File: config.mk
export PLATFORM = sky130hd
export DESIGN_NAME = fprf_top
export DESIGN_NICKNAME = d
export VERILOG_FILES = /design/src/rtl/fprf_pkg.sv /design/src/rtl/fprf_cell.sv /design/src/rtl/fprf_status.sv /design/src/rtl/fprf_shadow_ctl.sv /design/src/rtl/fprf_top.sv
export SDC_FILE = /design/constraint.sdc
export NUM_CORES = 2
export LEC_CHECK = 0
export CORE_MARGIN = 3
export CORE_UTILIZATION = 40
export DETAILED_ROUTE_END_ITERATION = 10
export GPL_ROUTABILITY_DRIVEN = 0
export PLACE_DENSITY = 0.58
export RECOVER_POWER = 25
export SYNTH_ARGS = -nofsm -noshare
export SYNTH_HDL_FRONTEND = slang
export SYNTH_HIERARCHICAL = 1
export SYNTH_SLANG_ARGS = --single-unit
File: constraint.sdc
create_clock -name clk -period 4 [get_ports clk]
set_input_delay 0.8 -clock clk [delete_from_list [all_inputs] [get_ports clk]]
set_output_delay 0.8 -clock clk [all_outputs]
set_load 0.01 [all_outputs]
File: src/rtl/fprf_pkg.sv
package fprf_pkg;
  typedef struct packed {
    logic save;
    logic restore;
  } shd_cmd_t;
endpackage

File: src/rtl/fprf_cell.sv
module fprf_cell
  import fprf_pkg::*;
#(
  parameter int DW     = 32,
  parameter bit EXT_EN = 1'b1
) (
  input  logic          clk,
  input  logic          rst_n,
  input  shd_cmd_t      cmd,
  input  logic          wr_en,
  input  logic [DW-1:0] wr_lo,
  input  logic          wr_hi_en,
  input  logic [DW-1:0] wr_hi,
  output logic [DW-1:0] lo_q,
  output logic [DW-1:0] hi_q
);
  logic [DW-1:0] sh_lo;

  always_ff @(posedge clk or negedge rst_n) begin
    if (!rst_n) begin
      lo_q  <= '0;
      sh_lo <= '0;
    end else begin
      if (cmd.restore)  lo_q <= sh_lo;
      else if (wr_en)   lo_q <= wr_lo;
      if (cmd.save)     sh_lo <= lo_q;
    end
  end

  generate
    if (EXT_EN) begin : g_ext
      logic [DW-1:0] hi_r, sh_hi;
      always_ff @(posedge clk or negedge rst_n) begin
        if (!rst_n) begin
          hi_r  <= '0;
          sh_hi <= '0;
        end else begin
          if (cmd.restore)              hi_r <= sh_hi;
          else if (wr_en && wr_hi_en)   hi_r <= wr_hi;
          if (cmd.save)                 sh_hi <= hi_r;
        end
      end
      assign hi_q = hi_r;
    end else begin : g_noext
      assign hi_q = '0;
    end
  endgenerate


  save_cap_chk: assert property (@(posedge clk) disable iff (!rst_n)
    cmd.save |=> sh_lo == $past(lo_q));

  restore_ret_chk: assert property (@(posedge clk) disable iff (!rst_n)
    cmd.restore |=> lo_q == $past(sh_lo));

  write_land_chk: assert property (@(posedge clk) disable iff (!rst_n)
    (wr_en && !cmd.restore) |=> lo_q == $past(wr_lo));
endmodule

File: src/rtl/fprf_status.sv
module fprf_status
  import fprf_pkg::*;
#(
  parameter int SW = 32
) (
  input  logic          clk,
  input  logic          rst_n,
  input  shd_cmd_t      cmd,
  input  logic          flg_en,
  input  logic [SW-1:0] flg_mask,
  input  logic [SW-1:0] flg_val,
  output logic [SW-1:0] st_q
);
  logic [SW-1:0] sh_st;

  always_ff @(posedge clk or negedge rst_n) begin
    if (!rst_n) begin
      st_q  <= '0;
      sh_st <= '0;
    end else begin
      if (cmd.restore)  st_q <= sh_st;
      else if (flg_en)  st_q <= (st_q & ~flg_mask) | (flg_val & flg_mask);
      if (cmd.save)     sh_st <= st_q;
    end
  end


  flag_mask_chk: assert property (@(posedge clk) disable iff (!rst_n)
    (flg_en && !cmd.restore) |=> ((st_q ^ $past(st_q)) & ~$past(flg_mask)) == '0);

  flag_restore_chk: assert property (@(posedge clk) disable iff (!rst_n)
    cmd.restore |=> st_q == $past(sh_st));
endmodule

File: src/rtl/fprf_shadow_ctl.sv
module fprf_shadow_ctl
  import fprf_pkg::*;
(
  input  logic     clk,
  input  logic     rst_n,
  input  shd_cmd_t cmd,
  output logic     ovf
);
  logic full;

  always_ff @(posedge clk or negedge rst_n) begin
    if (!rst_n) begin
      full <= 1'b0;
      ovf  <= 1'b0;
    end else begin
      if (cmd.save)         full <= 1'b1;
      else if (cmd.restore) full <= 1'b0;
      if (cmd.save && full && !cmd.restore) ovf <= 1'b1;
    end
  end


  ovf_sticky_chk: assert property (@(posedge clk) disable iff (!rst_n)
    ovf |=> ovf);

  ovf_set_chk: assert property (@(posedge clk) disable iff (!rst_n)
    (cmd.save && full && !cmd.restore) |=> ovf);
endmodule

File: src/rtl/fprf_top.sv
module fprf_top
  import fprf_pkg::*;
#(
  parameter int NREG   = 8,
  parameter int DW     = 32,
  parameter int SW     = 32,
  parameter bit EXT_EN = 1'b1
) (
  input  logic                    clk,
  input  logic                    rst_n,
  input  logic                    wa_en,
  input  logic [$clog2(NREG)-1:0] wa_idx,
  input  logic [DW-1:0]           wa_data,
  input  logic                    wa_hi_en,
  input  logic [DW-1:0]           wa_hi,
  input  logic                    wb_en,
  input  logic [$clog2(NREG)-1:0] wb_idx,
  input  logic [DW-1:0]           wb_data,
  input  logic                    wb_hi_en,
  input  logic [DW-1:0]           wb_hi,
  input  logic [$clog2(NREG)-1:0] ra_idx,
  output logic [DW-1:0]           ra_data,
  output logic [DW-1:0]           ra_hi,
  input  logic [$clog2(NREG)-1:0] rb_idx,
  output logic [DW-1:0]           rb_data,
  output logic [DW-1:0]           rb_hi,
  input  logic                    flg_en,
  input  logic [SW-1:0]           flg_mask,
  input  logic [SW-1:0]           flg_val,
  output logic [SW-1:0]           st_q,
  input  logic                    rpt_wr_en,
  input  logic [DW-1:0]           rpt_wr_data,
  output logic [DW-1:0]           rpt_q,
  input  logic                    ctx_save,
  input  logic                    ctx_restore,
  output logic                    shd_ovf
);
  localparam int IW = $clog2(NREG);

  shd_cmd_t      cmd;
  logic [DW-1:0] lo_arr [NREG];
  logic [DW-1:0] hi_arr [NREG];

  assign cmd.save    = ctx_save;
  assign cmd.restore = ctx_restore;

  generate
    for (genvar i = 0; i < NREG; i++) begin : g_reg
      logic sel_a, sel_b;
      assign sel_a = wa_en && (wa_idx == IW'(i));
      assign sel_b = wb_en && (wb_idx == IW'(i));
      fprf_cell #(.DW(DW), .EXT_EN(EXT_EN)) u_cell (
        .clk      (clk),
        .rst_n    (rst_n),
        .cmd      (cmd),
        .wr_en    (sel_a || sel_b),
        .wr_lo    (sel_b ? wb_data  : wa_data),
        .wr_hi_en (sel_b ? wb_hi_en : wa_hi_en),
        .wr_hi    (sel_b ? wb_hi    : wa_hi),
        .lo_q     (lo_arr[i]),
        .hi_q     (hi_arr[i])
      );
    end
  endgenerate

  assign ra_data = lo_arr[ra_idx];
  assign ra_hi   = hi_arr[ra_idx];
  assign rb_data = lo_arr[rb_idx];
  assign rb_hi   = hi_arr[rb_idx];

  fprf_status #(.SW(SW)) u_status (
    .clk      (clk),
    .rst_n    (rst_n),
    .cmd      (cmd),
    .flg_en   (flg_en),
    .flg_mask (flg_mask),
    .flg_val  (flg_val),
    .st_q     (st_q)
  );

  fprf_shadow_ctl u_ctl (
    .clk   (clk),
    .rst_n (rst_n),
    .cmd   (cmd),
    .ovf   (shd_ovf)
  );

  always_ff @(posedge clk or negedge rst_n) begin
    if (!rst_n)         rpt_q <= '0;
    else if (rpt_wr_en) rpt_q <= rpt_wr_data;
  end


  rpt_unbanked_chk: assert property (@(posedge clk) disable iff (!rst_n)
    ((ctx_save || ctx_restore) && !rpt_wr_en) |=> $stable(rpt_q));
endmodule

# --- Word level (Yosys, flattened, before mapping) ---
# Index checks and enable logic that the tools add are counted.
# Widths: inputs -> output; s select.
totals:
  in_bits: 246
  output_inout_bits: 193
  ff_bits: 1122
  elab_cells: 186
classes:
  n_eq_ne: 14
  n_bitwise: 6
  mux: 72
  magnitude_cmp: 2
  n_reduce_logical: 55
op_table:
  columns: ["cell", "n"]
  rows:
  - ["$mux 32", 58]
  - ["$bmux 32 s3", 4]
  - ["$and 32x32->32", 2]
  - ["$reduce_bool 2->1", 18]
  - ["$not 32->32", 1]
  - ["$or 32x32->32", 1]
  - ["$logic_and 1x1->1", 26]
  - ["$eq 3x3->1 const B", 8]
  - ["$eq 3x2->1 const B", 4]
  - ["$mux 1", 10]
  - ["$ge 4x4->1 const B", 2]
  - ["$logic_or 1x1->1", 8]
  - ["$not 3->4", 2]
  - ["$eq 3x1->1 const B", 2]
  - ["$logic_not 3->1", 2]
  - ["$logic_not 1->1", 1]

# --- Logic depth before layout (Yosys ltp) ---
logic_depth:
  word_depth: 6
  depth_mapped: 8
  mapped_depth_nobuf: 4

# --- Modules after synthesis ---
# The synthesis kept the hierarchy.
modules_own_cells:
  columns: ["module", "seq_area_each_um2", "area_per_inst_um2", "cells_each", "n_inst"]
  rows:
  - ["fprf_cell", 3203.1, 5843.1, 455, 8]
  - ["fprf_top", 800.8, 15153.3, 1120, 1]
  - ["fprf_status", 1601.5, 3083.0, 242, 1]
  - ["fprf_shadow_ctl", 50.0, 71.3, 5, 1]

# --- Worst setup path after synthesis ---
# OpenSTA, ideal clock, no wires.
synth_timing:
  path_type: "input-to-output"
  startpoint: "in ra_idx[0]"
  endpoint: "out ra_data[0]"
  stages: 4
  required_time_ps: 3200
  arrival_ps: 2143
  n_path_buf: 2
  slack_ps: 1057
  cell_sequence: "clkbuf_1 -> buf_2 -> mux4_2 -> mux2_2"
synth_between:
  elab_chain_cells: 4
synth_lines:
  columns: ["element", "line", "rtl"]
  rows:
  - ["from (decl)", "fprf_top.sv:21", "input logic [$clog2(NREG)-1:0] ra_idx,"]
  - ["$not 3->4 (not written as such)", "fprf_top.sv:66", "assign ra_data = lo_arr[ra_idx];"]
  - ["$bmux 32 s3", "fprf_top.sv:66", null]
  - ["$mux 32 (not written as such) (2 in a row)", "fprf_top.sv:66", null]
  - ["to (decl)", "fprf_top.sv:22", "output logic [DW-1:0] ra_data,"]
# No other way between the ends. The select of a mux whose other input is x is not followed.

# --- Final worst setup path ---
layout_timing:
  startpoint: "in rb_idx[0]"
  endpoint: "out rb_hi[21]"
layout_between:
  elab_chain_cells: 4
layout_lines:
  columns: ["element", "line", "rtl"]
  rows:
  - ["from (decl)", "fprf_top.sv:24", "input logic [$clog2(NREG)-1:0] rb_idx,"]
  - ["$not 3->4 (not written as such)", "fprf_top.sv:69", "assign rb_hi = hi_arr[rb_idx];"]
  - ["$bmux 32 s3", "fprf_top.sv:69", null]
  - ["$mux 32 (not written as such) (2 in a row)", "fprf_top.sv:69", null]
  - ["to (decl)", "fprf_top.sv:26", "output logic [DW-1:0] rb_hi,"]
# No other way between the ends. The select of a mux whose other input is x is not followed.

==> impl_metrics.ini <==
[final_layout]
syn_to_final_growth_pct = 17.0
final_common_cell = mux2_2
num-nets-final = 5549
drive_above_1_share_pct = 39.4
nFillCells = 14400
final_cell_mix = mux2_2, dfrtp_1, nand2_1
final_area_mm2 = 0.0761

[drt]
drc_errors = 0
drt-pass1-iter-count = 5
ant_nets = 0
wl_per_cell_um = 27.6
routed_wl_mm = 209
initialDrtViolationCount = 3121
viasPerCell = 5.89
vias = 44700

[status]
status = finished with violations
violations = capacitance limit, slew limit

[flow_run]
drv_cap = 5

[worst_setup_path]
reg2reg_slack_ns = 3.05
criticalPathCategory = input pin to output pin
cp-start-kind = input pin
startpoint = rb_idx[0]
reg2reg_from = g_reg[6].u_cell/hi_q[30]
r2r-end = g_reg[6].u_cell/hi_q[30]
cp_max_fo = 29
r2r_cells = 2
crit_path_end_kind = output pin
arrival_ns = 2.91
required_ns = 3.20

[grt]
antenna_found_initial = 26
grt.overflow.total = 0
grt_max_degree = 118
grt_usage_pct = 24.6
grt_pass1_wl_mm = 312
grt_pass1_vias = 45500

[floorplanning]
die_x_um = 409
initial_core_util_pct = 40.4
rows = 147
io_pins = 439
coreArea_mm2 = 0.161
die_height_um = 409
dieArea_mm2 = 0.168

[timing]
holdWs_ns = 0.474
fmax_mhz = 269
worstMarginPinSlew_ns = 2.22
rsz0062_at_grt = no
setup_viol = 0
max_slew_margin_pct = -47.8
finalHoldViolCount = 0
fin_tns_setup_ns = 0
maxSlewViolCount = 343
finalClockSkew_ns = 0.0231
min_period_over_period_pct = 92.8
min_period_ns = 3.71

[hold_path]
hold_end = g_reg[6].u_cell/lo_q[31]
hold_depth = 2
hp-start = g_reg[6].u_cell/sh_lo[31]
hold_path.class = register to register

[cts]
cts_buffers = 138
ctsHoldBuffers = 0
ctsHtreeMaxLevel = 4
clock_latency_ns = 0.77
clk_path_buf_depth = 3
post_cts_resized = 0
path_clk_slew_ns = 0.06
cts_tree = built
post-cts-setup-buffers = 0
cts_root_buf = clkbuf_16
cts_sinks = 1122

[synthesis]
yosysSeqAreaShare_pct = 43.2
ys_types = 35
netlist_area_mm2 = 0.0651
syn_inst = 5007
syn-num-nets = 5253
ys_seq_elements = 1122
yosysWarnings = 6
syn_area_per_cell_um2 = 13.0

[place]
dpl-instance-area_mm2 = 0.0715
io_buffers = 438
dp_hpwl_mm = 125

[power]
ir_drop_mv = 0.423
power_leakage_nw = 30.9
power_density_mw_per_mm2 = 528
-- cells in the mapped netlist, drive strengths merged --
| library cell | number | area (um2) |
|---|---|---|
| and3 | 32 | 255 |
| o21ai | 260 | 1300 |
| nand2b | 16 | 100 |
| o311ai | 256 | 4040 |
| mux2i | 256 | 2560 |
| nand4b | 259 | 2270 |
| o31a | 32 | 280 |
| inv | 257 | 965 |
| and4bb | 3 | 37.5 |
| and2 | 8 | 70.1 |
| mux2 | 1224 | 13900 |
| or4b | 1 | 13.8 |
| clkbuf | 72 | 274 |
| a21o | 1 | 8.76 |
| nand4 | 1 | 6.26 |
| or2b | 19 | 143 |
| a21boi | 32 | 240 |
| o31ai | 1 | 7.51 |
| a31o | 2 | 17.5 |
| dfrtp | 1122 | 28100 |
| o21bai | 2 | 15.0 |
| buf | 380 | 2740 |
| nand2 | 514 | 1930 |
| mux4 | 256 | 5770 |
| nor2 | 1 | 3.75 |
-- stage by stage --
stage	power [W]	instances	utilization, %	setup WS (ns)
4_1_cts	0.0406	7568	47.3	0.280
6_report	0.0402	7582	47.2	0.288
3_3_place_gp	0.0270	7323	44.4	0.296
5_1_grt	0.0422	7578	47.2	0.205
2_1_floorplan	0.0233	5007	-	1.06
3_5_place_dp	0.0273	7323	44.4	0.288
-- critical path, stage by stage --
cell and delay [ns]:
buf_8 0.38, buf_12 0.27, mux4_2 0.54, mux2_2 0.33, clkdlybuf4s50_1 0.49
-- cell families after synthesis --
kind of cell | count (synthesis) | share of synthesized area [%]
muxes | 1736 | 34.2
and+or+nand+nor | 854 | 7.42
buffers and inverters | 709 | 6.11
AOI/OAI and AO/OA | 586 | 9.09
DFF | 1122 | 43.2
-- worst max path at each step --
stage,end,slack [ns]
final,rb_hi[21],0.29
after global routing,g_reg[0].u_cell/sh_lo[7],0.20
after CTS,rb_hi[27],0.28
after detailed placement,rb_hi[27],0.29
after global placement,rb_hi[21],0.30
after floorplan,ra_data[0],1.06
-- registers in the layout, indices dropped and copies added, names as in the netlist, named ones only --
signal / flops
g.u_cell/g_ext.sh_hi: 256
g.u_cell/hi_q: 256
g.u_cell/lo_q: 256
g.u_cell/sh_lo: 256
rpt_q: 32
u_ctl/full: 1
u_ctl/ovf: 1
u_status/sh_st: 32
-- final cells by class --
| cell class | instances | area, um2 | area share [%] |
|---|---|---|---|
| flip-flops and latches | 1122 | 28100 | 36.9 |
| inverters | 257 | 965 | 1.27 |
| multi-input cells | 3176 | 33100 | 43.5 |
| diodes | 14 | 35.0 | 0.0460 |
| well taps | 2160 | 2700 | 3.55 |
| clock inverters | 40 | 623 | 0.819 |
| clock buffers | 205 | 4120 | 5.41 |
| repair buffers | 608 | 6470 | 8.51 |
-- per-layer routing --
metal	global-route usage (%)	share of wire [%]	vias to the layer above
met1	33.5	44	23700
met5	0	0.049	-
met3	5.48	6.5	330
met2	39.1	47	1410
li1	-	-	19200
met4	7.70	2.8	14
-- report_power, final --
| group | total, W | switching [W] | internal [W] |
|---|---|---|---|
| registers | 0.0170 | 0.00254 | 0.0145 |
| logic | 0.0101 | 0.00426 | 0.00586 |
| clock network | 0.0130 | 0.00533 | 0.00771 |
| total | 0.0402 | 0.0121 | 0.0281 |
No activity file was read; power rests on OpenSTA's default activity.
